[config.mk]
export PLATFORM = sky130hd
export DESIGN_NAME = lpsd_seq
export DESIGN_NICKNAME = d
export VERILOG_FILES = /design/src/rtl/lpsd_pkg.sv /design/src/rtl/lpsd_cfg_reg.sv /design/src/rtl/lpsd_wait_timer.sv /design/src/rtl/lpsd_cmd_enc.sv /design/src/rtl/lpsd_seq.sv
export SDC_FILE = /design/constraint.sdc
export NUM_CORES = 1
export LEC_CHECK = 0
export ABC_CLOCK_PERIOD_IN_PS = 2790
export BUFFER_PORTS_ARGS = -buffer_cell sky130_fd_sc_hd__buf_2
export CAP_MARGIN = 30
export CORE_MARGIN = 1
export CORE_UTILIZATION = 35
export DETAILED_ROUTE_END_ITERATION = 8
export PLACE_DENSITY = 0.63
export SYNTH_ARGS = -nofsm -noshare
export SYNTH_HDL_FRONTEND = slang
export SYNTH_SLANG_ARGS = --single-unit
export TNS_END_PERCENT = 10
[constraint.sdc]
create_clock -name clk -period 2.79 [get_ports clk]
set_input_delay 0.279 -clock clk [delete_from_list [all_inputs] [get_ports clk]]
set_output_delay 0.279 -clock clk [all_outputs]
set_load 0.01 [all_outputs]
[src/rtl/lpsd_pkg.sv]
package lpsd_pkg;

   typedef enum logic [1:0] {
      TGT_NONE,
      TGT_SREF,
      TGT_DPD
   } tgt_e;

   typedef enum logic [3:0] {
      ST_PWR,
      ST_PALL,
      ST_TRP,
      ST_REF,
      ST_TRC,
      ST_MRS,
      ST_MRD,
      ST_EMRS,
      ST_EMRD,
      ST_READY,
      ST_SENT,
      ST_SREF,
      ST_SEXIT,
      ST_DENT,
      ST_DPD
   } st_e;

   typedef enum logic [2:0] {
      CMD_NOP,
      CMD_PALL,
      CMD_REF,
      CMD_MRS,
      CMD_EMRS,
      CMD_SELF,
      CMD_DPD
   } cmd_e;

   typedef struct packed {
      logic cs_n;
      logic ras_n;
      logic cas_n;
      logic we_n;
   } pins_t;

   function automatic pins_t cmd_pins(cmd_e c);
      pins_t p;
      unique case (c)
         CMD_PALL: p = 4'b0010;
         CMD_REF,
         CMD_SELF: p = 4'b0001;
         CMD_MRS,
         CMD_EMRS: p = 4'b0000;
         CMD_DPD:  p = 4'b0110;
         default:  p = 4'b0111;
      endcase
      return p;
   endfunction

endpackage

[src/rtl/lpsd_cfg_reg.sv]
module lpsd_cfg_reg
   import lpsd_pkg::*;
(
   input  logic clk,
   input  logic rst_n,
   input  logic wr,
   input  logic wr_rfsh,
   input  logic wr_rmode,
   input  logic wr_deep,
   output tgt_e tgt
);

   logic rfsh_q;
   logic rmode_q;
   logic deep_q;
   tgt_e tgt_d;

   // the raising write is decoded against the bits stored before it
   always_comb begin
      tgt_d = tgt;
      if (wr) begin
         if (!wr_rmode) begin
            tgt_d = TGT_NONE;
         end else if (!rmode_q) begin
            if (!rfsh_q)     tgt_d = TGT_NONE;
            else if (deep_q) tgt_d = TGT_DPD;
            else             tgt_d = TGT_SREF;
         end
      end
   end

   always_ff @(posedge clk or negedge rst_n) begin
      if (!rst_n) begin
         rfsh_q  <= 1'b0;
         rmode_q <= 1'b0;
         deep_q  <= 1'b0;
         tgt     <= TGT_NONE;
      end else begin
         tgt <= tgt_d;
         if (wr) begin
            rfsh_q  <= wr_rfsh;
            rmode_q <= wr_rmode;
            deep_q  <= wr_deep;
         end
      end
   end


   no_rfsh_ignored_chk: assert property (@(posedge clk) disable iff (!rst_n)
      (wr && wr_rmode && !rmode_q && !rfsh_q) |=> (tgt == TGT_NONE));


   tgt_hold_chk: assert property (@(posedge clk) disable iff (!rst_n)
      !wr |=> $stable(tgt));

endmodule

[src/rtl/lpsd_wait_timer.sv]
module lpsd_wait_timer #(
   parameter int CNT_W   = 3,
   parameter int RST_VAL = 0
) (
   input  logic             clk,
   input  logic             rst_n,
   input  logic             start,
   input  logic [CNT_W-1:0] start_val,
   output logic             done
);

   logic [CNT_W-1:0] cnt;

   if (RST_VAL >= (1 << CNT_W)) begin : g_bad_rst
      $error("lpsd_wait_timer: RST_VAL does not fit CNT_W");
   end

   always_ff @(posedge clk or negedge rst_n) begin
      if (!rst_n) begin
         cnt <= CNT_W'(RST_VAL);
      end else if (start) begin
         cnt <= start_val;
      end else if (cnt != '0) begin
         cnt <= cnt - 1'b1;
      end
   end

   assign done = (cnt == '0);


   load_chk: assert property (@(posedge clk) disable iff (!rst_n)
      start |=> (cnt == $past(start_val)));


   count_down_chk: assert property (@(posedge clk) disable iff (!rst_n)
      (!start && !done) |=> (cnt == $past(cnt) - 1'b1));

endmodule

[src/rtl/lpsd_cmd_enc.sv]
module lpsd_cmd_enc
   import lpsd_pkg::*;
#(
   parameter int          ADDR_W   = 13,
   parameter int          A10_BIT  = 10,
   parameter logic [ADDR_W-1:0] MRS_VAL  = '0,
   parameter logic [ADDR_W-1:0] EMRS_VAL = '0,
   parameter bit          REG_OUT  = 1'b0
) (
   input  logic              clk,
   input  logic              rst_n,
   input  cmd_e              cmd,
   input  logic              cke_in,
   output pins_t             pins,
   output logic              cke,
   output logic [1:0]        ba,
   output logic [ADDR_W-1:0] addr
);

   localparam logic [ADDR_W-1:0] ALL_BANKS = ADDR_W'(1) << A10_BIT;

   pins_t             pins_c;
   logic [1:0]        ba_c;
   logic [ADDR_W-1:0] addr_c;

   always_comb begin
      pins_c = cmd_pins(cmd);
      ba_c   = 2'b00;
      addr_c = '0;
      unique case (cmd)
         CMD_PALL: addr_c = ALL_BANKS;
         CMD_MRS:  addr_c = MRS_VAL;
         CMD_EMRS: begin
            addr_c = EMRS_VAL;
            ba_c   = 2'b10;
         end
         default: ;
      endcase
   end

   if (REG_OUT) begin : g_reg
      always_ff @(posedge clk or negedge rst_n) begin
         if (!rst_n) begin
            pins <= 4'b0111;
            cke  <= 1'b1;
            ba   <= 2'b00;
            addr <= '0;
         end else begin
            pins <= pins_c;
            cke  <= cke_in;
            ba   <= ba_c;
            addr <= addr_c;
         end
      end
   end else begin : g_comb
      assign pins = pins_c;
      assign cke  = cke_in;
      assign ba   = ba_c;
      assign addr = addr_c;
   end

endmodule

[src/rtl/lpsd_seq.sv]
module lpsd_seq
   import lpsd_pkg::*;
#(
   parameter int          ADDR_W   = 13,
   parameter int          T_PWR    = 4,
   parameter int          T_RP     = 2,
   parameter int          T_RC     = 2,
   parameter int          T_MRD    = 2,
   parameter logic [ADDR_W-1:0] MRS_VAL  = 13'h0032,
   parameter logic [ADDR_W-1:0] EMRS_VAL = 13'h0020,
   parameter bit          REG_OUT  = 1'b0
) (
   input  logic              clk,
   input  logic              rst_n,
   input  logic              cfg_we,
   input  logic              cfg_rfsh_en,
   input  logic              cfg_rmode,
   input  logic              cfg_deep,
   input  logic              acc_req,
   output logic              acc_stall,
   output logic              acc_grant,
   output logic              ready,
   output logic              dq_hiz,
   output logic              sd_cke,
   output logic              sd_cs_n,
   output logic              sd_ras_n,
   output logic              sd_cas_n,
   output logic              sd_we_n,
   output logic [1:0]        sd_ba,
   output logic [ADDR_W-1:0] sd_addr
);

   localparam int MAX_AB = (T_PWR > T_RP)  ? T_PWR  : T_RP;
   localparam int MAX_CD = (T_RC  > T_MRD) ? T_RC   : T_MRD;
   localparam int MAX_T  = (MAX_AB > MAX_CD) ? MAX_AB : MAX_CD;
   localparam int CNT_W  = (MAX_T > 1) ? $clog2(MAX_T) : 1;
   localparam logic [CNT_W-1:0] LD_PWR = CNT_W'(T_PWR - 1);
   localparam logic [CNT_W-1:0] LD_RP  = CNT_W'(T_RP  - 1);
   localparam logic [CNT_W-1:0] LD_RC  = CNT_W'(T_RC  - 1);
   localparam logic [CNT_W-1:0] LD_MRD = CNT_W'(T_MRD - 1);

   if (ADDR_W < 11) begin : g_bad_addr
      $error("lpsd_seq: ADDR_W must hold the all-banks bit 10");
   end
   if (T_PWR < 1 || T_RP < 1 || T_RC < 1 || T_MRD < 1) begin : g_bad_wait
      $error("lpsd_seq: every wait length must be at least one cycle");
   end

   st_e              st, st_d;
   logic             ref_two, ref_two_d;
   tgt_e             tgt;
   logic             tm_start;
   logic [CNT_W-1:0] tm_val;
   logic             tm_done;
   cmd_e             cmd;
   logic             cke_c;
   pins_t            pins;

   lpsd_cfg_reg u_cfg (
      .clk      (clk),
      .rst_n    (rst_n),
      .wr       (cfg_we),
      .wr_rfsh  (cfg_rfsh_en),
      .wr_rmode (cfg_rmode),
      .wr_deep  (cfg_deep),
      .tgt      (tgt)
   );

   lpsd_wait_timer #(
      .CNT_W   (CNT_W),
      .RST_VAL (T_PWR - 1)
   ) u_timer (
      .clk       (clk),
      .rst_n     (rst_n),
      .start     (tm_start),
      .start_val (tm_val),
      .done      (tm_done)
   );

   always_comb begin
      st_d      = st;
      ref_two_d = ref_two;
      tm_start  = 1'b0;
      tm_val    = '0;
      unique case (st)
         ST_PWR: begin
            ref_two_d = 1'b0;
            if (tm_done) st_d = ST_PALL;
         end
         ST_PALL: begin
            tm_start = 1'b1;
            tm_val   = LD_RP;
            st_d     = ST_TRP;
         end
         ST_TRP:  if (tm_done) st_d = ST_REF;
         ST_REF: begin
            tm_start = 1'b1;
            tm_val   = LD_RC;
            st_d     = ST_TRC;
         end
         ST_TRC: begin
            if (tm_done) begin
               if (ref_two) begin
                  st_d = ST_MRS;
               end else begin
                  ref_two_d = 1'b1;
                  st_d      = ST_REF;
               end
            end
         end
         ST_MRS: begin
            tm_start = 1'b1;
            tm_val   = LD_MRD;
            st_d     = ST_MRD;
         end
         ST_MRD:  if (tm_done) st_d = ST_EMRS;
         ST_EMRS: begin
            tm_start = 1'b1;
            tm_val   = LD_MRD;
            st_d     = ST_EMRD;
         end
         ST_EMRD: if (tm_done) st_d = ST_READY;
         ST_READY: begin
            if (tgt == TGT_SREF)     st_d = ST_SENT;
            else if (tgt == TGT_DPD) st_d = ST_DENT;
         end
         ST_SENT: st_d = ST_SREF;
         ST_SREF: begin
            if (tgt == TGT_NONE) begin
               tm_start = 1'b1;
               tm_val   = LD_RC;
               st_d     = ST_SEXIT;
            end
         end
         ST_SEXIT: if (tm_done) st_d = ST_READY;
         ST_DENT: st_d = ST_DPD;
         ST_DPD: begin
            if (tgt == TGT_NONE) begin
               tm_start = 1'b1;
               tm_val   = LD_PWR;
               st_d     = ST_PWR;
            end
         end
         default: st_d = ST_PWR;
      endcase
   end

   always_ff @(posedge clk or negedge rst_n) begin
      if (!rst_n) begin
         st      <= ST_PWR;
         ref_two <= 1'b0;
      end else begin
         st      <= st_d;
         ref_two <= ref_two_d;
      end
   end

   always_comb begin
      unique case (st)
         ST_PALL: cmd = CMD_PALL;
         ST_REF:  cmd = CMD_REF;
         ST_MRS:  cmd = CMD_MRS;
         ST_EMRS: cmd = CMD_EMRS;
         ST_SENT: cmd = CMD_SELF;
         ST_DENT: cmd = CMD_DPD;
         default: cmd = CMD_NOP;
      endcase
   end

   assign cke_c = !(st == ST_SENT || st == ST_SREF || st == ST_DENT || st == ST_DPD);

   lpsd_cmd_enc #(
      .ADDR_W   (ADDR_W),
      .A10_BIT  (10),
      .MRS_VAL  (MRS_VAL),
      .EMRS_VAL (EMRS_VAL),
      .REG_OUT  (REG_OUT)
   ) u_enc (
      .clk    (clk),
      .rst_n  (rst_n),
      .cmd    (cmd),
      .cke_in (cke_c),
      .pins   (pins),
      .cke    (sd_cke),
      .ba     (sd_ba),
      .addr   (sd_addr)
   );

   assign sd_cs_n   = pins.cs_n;
   assign sd_ras_n  = pins.ras_n;
   assign sd_cas_n  = pins.cas_n;
   assign sd_we_n   = pins.we_n;
   assign ready     = (st == ST_READY);
   assign dq_hiz    = !ready;
   assign acc_stall = acc_req && !ready;
   assign acc_grant = acc_req && ready;


   ready_entry_chk: assert property (@(posedge clk) disable iff (!rst_n)
      $rose(ready) |-> ($past(st) == ST_EMRD || $past(st) == ST_SEXIT));


   cke_low_not_ready_chk: assert property (@(posedge clk) disable iff (!rst_n)
      !sd_cke |-> !ready);


   pall_a10_chk: assert property (@(posedge clk) disable iff (!rst_n)
      ({sd_cs_n, sd_ras_n, sd_cas_n, sd_we_n} == 4'b0010) |-> sd_addr[10]);


   dpd_exit_chk: assert property (@(posedge clk) disable iff (!rst_n)
      (st == ST_DPD && tgt == TGT_NONE) |=> (st == ST_PWR && !ready));


   stall_chk: assert property (@(posedge clk) disable iff (!rst_n)
      (acc_req && !ready) |-> (acc_stall && !acc_grant));

endmodule

Word-level counts from Yosys, hierarchy flattened
Index checks and enable logic that the tools add are counted.

storage, ports and cells
  register bits after elaboration = 12
  input bits = 7
  word-level logic and storage cells = 88

cells by class
  eq/ne operators = 31
  add/subtract/negate cells = 1
  reductions and logical operators = 21
  muxes and demuxes = 28

operators with widths
  cell                                                                   count
  4-bit one-hot mux with 14 select lines                                 1
  4-bit 2-to-1 mux                                                       9
  11-bit one-hot mux with 3 select lines                                 1
  4-bit equality test, second input constant                             7
  3-bit one-hot mux with 6 select lines                                  1
  4-bit by 3-bit equality test with 1-bit output, second input constant  4
  2-bit 2-to-1 mux                                                       8
  2-bit inequality test, second input constant                           7
  3-bit one-hot mux with 4 select lines                                  1
  3-bit equality test, second input constant                             3
  4-bit by 2-bit equality test with 1-bit output, second input constant  2
  8-bit AND reduction                                                    1
  2-bit OR reduction                                                     4
  3-bit by 2-bit equality test with 1-bit output, second input constant  2
  2-bit one-hot mux with 3 select lines                                  1
  2-bit nonzero test                                                     3
  4-bit by 1-bit equality test with 1-bit output, second input constant  1
  2-bit logical NOT                                                      2
  4-bit logical NOT                                                      1
  1-bit one-hot mux with 2 select lines                                  2
  2-bit AND reduction                                                    2
  4-bit OR reduction                                                     1
  3-bit by 1-bit equality test with 1-bit output, second input constant  1
  1-bit logical OR                                                       3
  other kinds (9)                                                        13

Depth between registers and ports, before layout
Gate-level depths: netlist of run 1.

  depth after elaboration = 5
  gate-level depth with buffers = 6
  depth with buffers taken out = 5

Modules after synthesis
From an unflattened synthesis of run 1, not the netlist that was laid out.

unflattened totals
  cells, all modules = 112
  area, all modules = 991.0 um^2

by module, submodules not included
  module           seq. area each (um^2)  times used  area an instance (um^2)  cells an instance
  lpsd_seq         125.1                  1           491.7                    62
  lpsd_cfg_reg     125.1                  1           197.7                    14
  lpsd_cmd_enc     0.0                    1           185.2                    24
  lpsd_wait_timer  52.6                   1           116.4                    12

Worst setup path before layout of run 1
No wires, ideal clock.

  path type = register -> register
  start = register u_timer.cnt[0]
  end = register st[0]
  cell stages (with the launch flop) = 7
  setup time = 0.121 ns
  required time = 2.669 ns
  path buffers = 1
  arrival = 1.419 ns
  setup slack = 1.250 ns
  path through = dfstp_2 > inv_1 > ha_1 > clkbuf_1 > a211oi_1 > nor3_1 > a22o_1

between the ends
  cells in the longest elaborated chain, start to end = 3
  elaborated cells between the ends (all ways) = 7
  those cells by class = eq/ne: 5; reduce/logical: 2

ends and longest elaborated chain
  element                                                                                                     RTL line               RTL
  from (decl)                                                                                                 lpsd_wait_timer.sv:12  logic [CNT_W-1:0] cnt;
  from (signal assigned)                                                                                      lpsd_wait_timer.sv:20  cnt <= CNT_W'(RST_VAL);
  from (signal assigned)                                                                                      lpsd_wait_timer.sv:22  cnt <= start_val;
  from (signal assigned)                                                                                      lpsd_wait_timer.sv:24  cnt <= cnt - 1'b1;
  2-bit logical NOT (*)                                                                                       lpsd_wait_timer.sv:28  assign done = (cnt == '0);
  2-bit inequality test (no line) / 2-bit by 1-bit inequality test with 1-bit output (equally long branches)  --
  8-bit AND reduction (no line) (*)                                                                           --
  to (signal assigned)                                                                                        lpsd_seq.sv:153        st <= st_d;
  to (decl)                                                                                                   lpsd_seq.sv:49         st_e st, st_d;

Every way passes the cells marked *; elsewhere a longest branch is shown, timed or not.
A chain may end at the register's enable or synchronous reset.

Worst setup path after layout of run 1
  start = register st[1]
  end = output sd_cas_n

between the ends
  cells in the longest elaborated chain, start to end = 5
  elaborated cells between the ends (all ways) = 16
  those cells by class = eq/ne: 12; mux: 2; reduce/logical: 2

ends and longest elaborated chain
  element                                                                                       RTL line         RTL
  4-bit equality test, or another cell as far along                                             lpsd_seq.sv:159  unique case (st)
  3-bit one-hot mux with 6 select lines (*)                                                     lpsd_seq.sv:159
  3-bit by 2-bit equality test with 1-bit output / 3-bit equality test (equally long branches)  lpsd_pkg.sv:46   unique case (c)
  2-bit OR reduction                                                                            lpsd_pkg.sv:46
  3-bit one-hot mux with 4 select lines (*)                                                     lpsd_pkg.sv:46
  to (decl)                                                                                     lpsd_seq.sv:27   output logic sd_cas_n,

Marks and branches as above.

==> summary.md, run 1 <==
| Metric | Value |
|---|---|
| Combinational share of power | 53.4% |
| DR DRC count | 0 |
| CTS tree | yes |
| Pwr/cell area | 987.3 nW/um^2 |
| Gr ovfl total | 0 |
| CTS Buffer Depth | 2 |
| Antenna violations before repair | 0 |
| Clk_lat worst skew | roughly 0.26 ns |
| P_int | around 530 uW |
| Setup TNS | 0 ns |
| Row cnt | 18 |
| Number of DRC markers in iteration 0 | 8 |
| Most frequent cells in the layout | 19 x buf_2, 11 x nand2_1, 11 x conb_1 |
| Switching share of power | around 46% |
| Critical path's top delay family | flip-flops |
| Worst Path Arrival | 1.70 ns |
| Crit path max fanout | 11 |
| Crit-path cells | inv_2 -> nor2_1 -> a21oi_1 -> or2_2 -> buf_2 |
| Hold/Removal Path Class | in -> reg |
| Startpoint Class | flop |
| P_sw | between 400 and 500 uW |
| Static leakage | about 0.00049 uW |
| Die Area | roughly 2900 sq um |
| WL final | about 1700 um |
| Max Cap Viol | 0 |
| Status | finished, final reports clean |
| Die Wd | ~53 um |
| Yosys top cell area share | between 20% and 30% |
| RSZ-0062 raised after global routing | false |
| Post-CTS setup repair buffer count | 0 |
| CP endpoint kind | primary output |
| Fin crit share | between 70 and 80% |
| Slew Limit Fails | 0 |
| Commonest non-fill, non-tap cell in the layout | buf_2 |
| Post-Route Skew | 0.001748 ns |
| Synthesized flop and latch total | 12 |
| # resized after CTS | 0 |
| Num CTS Buffers | 3 |
| P&R area growth vs syn | 6.901% |
| CTS HTree Levels | 1 |
| Final critical-path required period | ~2 ns |
| Worst setup path startpoint | st[1]$_DFFE_PN0P_ |
| Fin area | 988.4 sq um |
| Slowest CP cell | dfrtp_1 |
| DR vias/cell | 4.981 |
| Layout cell share with drive strength beyond 1 | roughly a quarter |
| Global-route wire length before repair | approximately 2800 um |
| Cell variety after synth | 40 |
| VDD IR-drop max | 535.2 uV |
| Main area contributors after synthesis | dfrtp_1 27%, buf_4 11%, dfstp_2 5.7%, o21ai_0 4.9%, nand2_1 4.5% |
| Dpl cell area | between 900 and 1000 sq um |
| Die height | 53.40 um |
| Clock-pin transition on the worst setup and hold timing paths | 0.07 ns |
| Hold Path Origin | cfg_deep |
| Sinks on the clock net | 12 |
| Core area | ~2500 sq um |
| Clock Power Share | 11.1% |
| Setup CP Type | reg -> out |
| Cells after Synth | around 110 |
| Final setup viols | 0 |
| Part of the power in registers | 35.5% |
| Layout Utilization | around 40% |
| Worst flop-to-flop path startpoint | st[1]$_DFFE_PN0P_ |
| GRT Total Usage | around 14% |
| Post-detail-place hpwl | roughly 1300 um |
| ANT cells | 0 |
| Final-report hold violation count | 0 |
| Post-layout nets | ~140 |
| Mapped cell area | ~920 sq um |
| Seq/Total Area, Yosys | approximately a third |
| Clk root buf | clkbuf_4 |
| Critical Path RT | between 2 and 3 ns |
| Worst path max stage delay | 0.55 ns |
| Largest net degree at the start of global routing | 20 |
| Max Freq | just over 0.5 GHz |
| Mapped Avg Cell Area | approximately 8.3 sq um |
| Number of I/O pins | 31 |
| Placer Congestion | 0.7704 |
| CP Buf/Inv Count | 2 |
| PortBufs | 19 |
| Starting Density | a little under two fifths |
| Pre-Repair DR Iteration Count | 4 |
| Antenna Violating Nets Remaining | 0 |
| Yosys warnings | 0 |
| DR vias | approximately 790 |
| Hold buffer count at CTS | 1 |
| Post-synth top area cell | dfrtp_1 |
| WL per Instance | about 11 um |
| Vias in the first global route | ~640 |
==> Yosys cell counts (all sizes together) <==
cell type,instances
buf,17
nand2,11
dfrtp,10
o21ai,10
inv,7
nor3,7
a21oi,6
nor2,5
nor2b,5
and2,3
and3,3
a211oi,2
a31oi,2
and2b,2
dfstp,2
xor2,2
a21o,1
a221oi,1
a22o,1
a22oi,1
clkbuf,1
conb,1
ha,1
mux2,1
nand2b,1
nand3,1
nand4,1
o21bai,1
o2bb2ai,1
o311ai,1
o41ai,1
or2,1
or3,1
xnor2,1
==> cells by family after synthesis <==
kind of cell,count (synthesis),synth area share (%)
fa+ha+maj,1,1.353
compound gates,28,20.16
mux,1,1.218
flops,12,32.75
simple gates,41,23.01
buf+inv,25,18.27
xor+xnor,3,2.842
other cells,1,0.4056
==> through the flow <==
step | instances | power, uW | setup slack, ns | hold WS [ns]
after floorplan | 122 | 787.9 | 1.250 | -0.01659
after global placement | 153 | 845.5 | 1.096 | 0.1670
after detailed placement | 153 | 869.2 | 1.074 | 0.1677
after CTS | 158 | 984.2 | 0.8032 | 0.2118
after global routing | 158 | 1075 | 0.6697 | 0.2438
final | 158 | 975.9 | 0.8092 | 0.2192
==> registers in the layout, indices dropped and copies added, names as in the netlist <==
register       flops
ref_two            1
u_cfg.rfsh_q       1
u_cfg.rmode_q      1
st                 4
u_cfg.deep_q       1
u_timer.cnt        2
u_cfg.tgt          2
==> worst paths after layout <==
check	endpoint	slack (ns)	cells past startpoint
max	sd_cas_n	0.81	5
min	u_cfg.deep_q$_DFFE_PN0P_	0.22	3
max reg2reg	st[3]$_DFFE_PN0P_	1.05	5
min reg2reg	u_cfg.tgt[0]$_DFFE_PN0P_	0.46	1
max in group asynchronous	u_timer.cnt[1]$_DFFE_PN1P_	2.12	2
min in group asynchronous	u_cfg.rfsh_q$_DFFE_PN0P_	0.41	2
==> power by group through the flow <==
stage,clock network (uW),registers (uW),logic (uW)
5_1_grt,120,362,593
6_report,108,346,521
3_3_place_gp,0,343,503
3_5_place_dp,0,349,521
4_1_cts,113,345,526
2_1_floorplan,0,275,512
==> worst min-delay path: stages <==
cell and delay [ns]:
buf_2 0.07, nand2_1 0.04, o21ai_0 0.06
==> layer usage <==
metal  GRT usage [%]  routed length [um]
met1           18.85                 798
met2           20.63                 787
met3          0.8621                  95
met4           7.895                  35
met5               0                   0
==> cell type report <==
| class | count | area (sq um) |
|---|---|---|
| multi-input combinational | 85 | 490.5 |
| clock buffer | 4 | 26.28 |
| fill | 283 | 1489 |
| inverter | 7 | 26.28 |
| timing repair buffer | 20 | 105.1 |
| sequential | 12 | 302.8 |
| tap | 30 | 37.54 |
No activity file was read; power rests on OpenSTA's default activity.
==> run 2, diff against run 1 <==
--- a/config.mk
+++ b/config.mk
@@ -5,13 +5,13 @@
 export SDC_FILE = /design/constraint.sdc
 export NUM_CORES = 1
 export LEC_CHECK = 0
-export ABC_CLOCK_PERIOD_IN_PS = 2790
+export ABC_CLOCK_PERIOD_IN_PS = 1790
 export BUFFER_PORTS_ARGS = -buffer_cell sky130_fd_sc_hd__buf_2
 export CAP_MARGIN = 30
 export CORE_MARGIN = 1
 export CORE_UTILIZATION = 35
 export DETAILED_ROUTE_END_ITERATION = 8
-export PLACE_DENSITY = 0.63
+export PLACE_DENSITY = 0.65
 export SYNTH_ARGS = -nofsm -noshare
 export SYNTH_HDL_FRONTEND = slang
 export SYNTH_SLANG_ARGS = --single-unit
==> constraint.sdc (replaced) <==
create_clock -name clk -period 1.79 [get_ports clk]
set_input_delay 0.179 -clock clk [delete_from_list [all_inputs] [get_ports clk]]
set_output_delay 0.179 -clock clk [all_outputs]
set_load 0.01 [all_outputs]
==> run 2 against run 1 <==
Against the previous run:
- total power is 71% higher
- via count is 4.3% higher
- sequential share of layout area decreased by 1.7 points
- die area did not move
- critical path type unchanged
- critical endpoint unchanged
- highest routed layer unchanged
==> summary.md, run 2 (synthesis gave the netlist of run 1 again) <==
| Metric | Value |
|---|---|
| Fill count | about 270 |
| Largest net degree at the start of global routing | 16 |
| CTS tree | yes |
| Clk root buf | clkbuf_4 |
| P_sw | between 700 and 800 uW |
| Layout cell share with drive strength beyond 1 | 31.11% |
| Placer Congestion | 0.8273 |
| Num CTS Buffers | 3 |
| CP endpoint kind | primary output |
| Final WS setup | ~0.094 ns |
| Starting Density | 37.32% |
| Clk_lat worst skew | approximately 0.27 ns |
| Number of DRC markers in iteration 0 | 14 |
| Pwr/cell area | 1583 nW/um^2 |
| Slowest CP cell | dfrtp_2 |
| Setup WS pre-CTS | 0.2057 ns |
| Die height | 53.40 um |
| VDD IR-drop max | 641.9 uV |
| Static leakage | ~0.00052 uW |
| RSZ-0062 raised after global routing | false |
| DR vias | roughly 820 |
| P&R area growth vs syn | 13.94% |
| Die Area | about 2900 sq um |
| Crit-path cells | buf_4 -> nor2b_4 -> a21oi_1 -> or2_2 -> buf_2 |
| Commonest non-fill, non-tap cell in the layout | buf_2 |
| WL final | 1897 um |
| Sinks on the clock net | 12 |
| Die Wd | 53.40 um |
| GRT Total Usage | between 10 and 15% |
| Startpoint Class | flop |
| Global-route wire length before repair | 3001 um |
| PortBufs | 19 |
| Final setup viols | 0 |
| Top reg by flops | st |
| Worst Path Arrival | 1.52 ns |
| Clock Power Share | approximately a tenth |
| Status | finished, final reports clean |
| Worst path max stage delay | 0.45 ns |
| Finished Layout Cells | 165 |
| Core area | approximately 2500 sq um |
| Max Freq | around 0.59 GHz |
| Critical Path RT | roughly 1.6 ns |
| Final-report hold violation count | 0 |
| Crit path max fanout | 8 |
| CTS HTree Levels | 1 |
| WL per Instance | 11.50 um |
| Part of the power in registers | 29.9% |
| Antenna Violating Nets Remaining | 0 |
| Max Cap Viol | 0 |
| DR DRC count | 0 |
| Combinational share of power | 59.7% |
| Antenna violations before repair | 0 |
| P_int | slightly above 900 uW |
| Vias in the first global route | between 600 and 700 |
| Largest register FFs | 4 |
| Setup TNS | 0 ns |
| DR vias/cell | 4.976 |
| Switching share of power | 43.94% |
| Clock-pin transition on the worst setup and hold timing paths | ~0.080 ns |
| Hold/Removal Path Class | in -> reg |
| Number of I/O pins | 31 |
| Fin crit share | 94.75% |
| Post-layout nets | 144 |
| CTS Buffer Depth | 2 |
| Post-detail-place hpwl | 1432 um |
| Post-Route Skew | approximately 0.0053 ns |
| R2r setup slk | 0.21 ns |
| Placed insts | approximately 160 |
| Most frequent cells in the layout | 19 x buf_2, 11 x nand2_1, 11 x conb_1 |
| ANT cells | 0 |
| Final critical-path required period | between 1.5 and 2 ns |
| Gr ovfl total | 0 |
| Setup CP Type | reg -> out |
| Biggest regs | st (4), u_cfg.tgt (2), u_timer.cnt (2) |
| Pre-Repair DR Iteration Count | 4 |
| Slew Limit Fails | 0 |
| Row cnt | 18 |
-- run 2: cell types whose count changed in the layout (fill, tap and decap cells not counted), sizes merged --
cell / change
buf: +7
-- run 2: power groups by stage --
stage / sequential, uW / combinational (uW) / clock [uW]
after global placement: 493 / 896 / 0
final: 499 / 995 / 174
after global routing: 511 / 1110 / 191
after detailed placement: 501 / 912 / 0
after CTS: 501 / 924 / 186
after floorplan: 429 / 799 / 0
-- run 2: worst max-delay path: cells and delay by family, from the launching register on --
kind	cells	cell delay (ns)
flip-flops	1	0.45
AO/OA/AOI/OAI	1	0.07
AND/OR/NAND/NOR	2	0.40
buffers and inverters	2	0.32
-- run 2: worst paths after layout --
| kind | start | end | cells past startpoint |
|---|---|---|---|
| max in group asynchronous | rst_n | u_timer.cnt[1]$_DFFE_PN1P_ | 2 |
| min in group asynchronous | rst_n | st[1]$_DFFE_PN0P_ | 2 |
| worst min-delay path | cfg_deep | u_cfg.deep_q$_DFFE_PN0P_ | 3 |
| worst min register to register | u_cfg.deep_q$_DFFE_PN0P_ | u_cfg.tgt[0]$_DFFE_PN0P_ | 1 |
| worst max-delay path | st[3]$_DFFE_PN0P_ | sd_cas_n | 5 |
| worst max register to register | st[2]$_DFFE_PN0P_ | st[0]$_DFFE_PN0P_ | 5 |
-- run 2: what timing repair did --
action / 4_1_cts / 5_1_grt
gates resized for setup: 3 / 2
endpoints found under the hold margin: 10 / 0
setup buffers: 0 / 3
endpoints found under the setup margin: 1 / 3
hold buffers: 1 / 0
-- run 2: layer usage --
| metal | global-route usage (%) | wire (um) | part of all wire (%) |
|---|---|---|---|
| met2 | 23.96 | 900 | 47 |
| met3 | 2.586 | 96 | 5.1 |
| met1 | 18.47 | 889 | 47 |
| met5 | 0 | 0 | 0 |
| met4 | 5.263 | 11 | 0.58 |
-- run 2: per-stage QoR --
| step | cell area (sq um) | util [%] | total power [uW] | hold slack, ns |
|---|---|---|---|---|
| 6_report | 1054 | 42.53 | 1668 | 0.1203 |
| 5_1_grt | 1054 | 42.53 | 1810 | 0.1106 |
| 4_1_cts | 1023 | 41.31 | 1611 | 0.1056 |
| 3_5_place_dp | 982.2 | 39.65 | 1413 | 0.07590 |
| 3_3_place_gp | 982.2 | 39.65 | 1389 | 0.07270 |
| 2_1_floorplan | 962.2 | - | 1228 | -0.1166 |
-- run 2: cell type report --
class,instances,area [sq um],share of cell area [%]
multi-input cells,85,500.5,47.51
flip-flops and latches,12,305.3,28.98
repair buffers,27,157.7,14.96
well taps,30,37.54,3.563
clock buffers,4,26.28,2.494
inverters,7,26.28,2.494
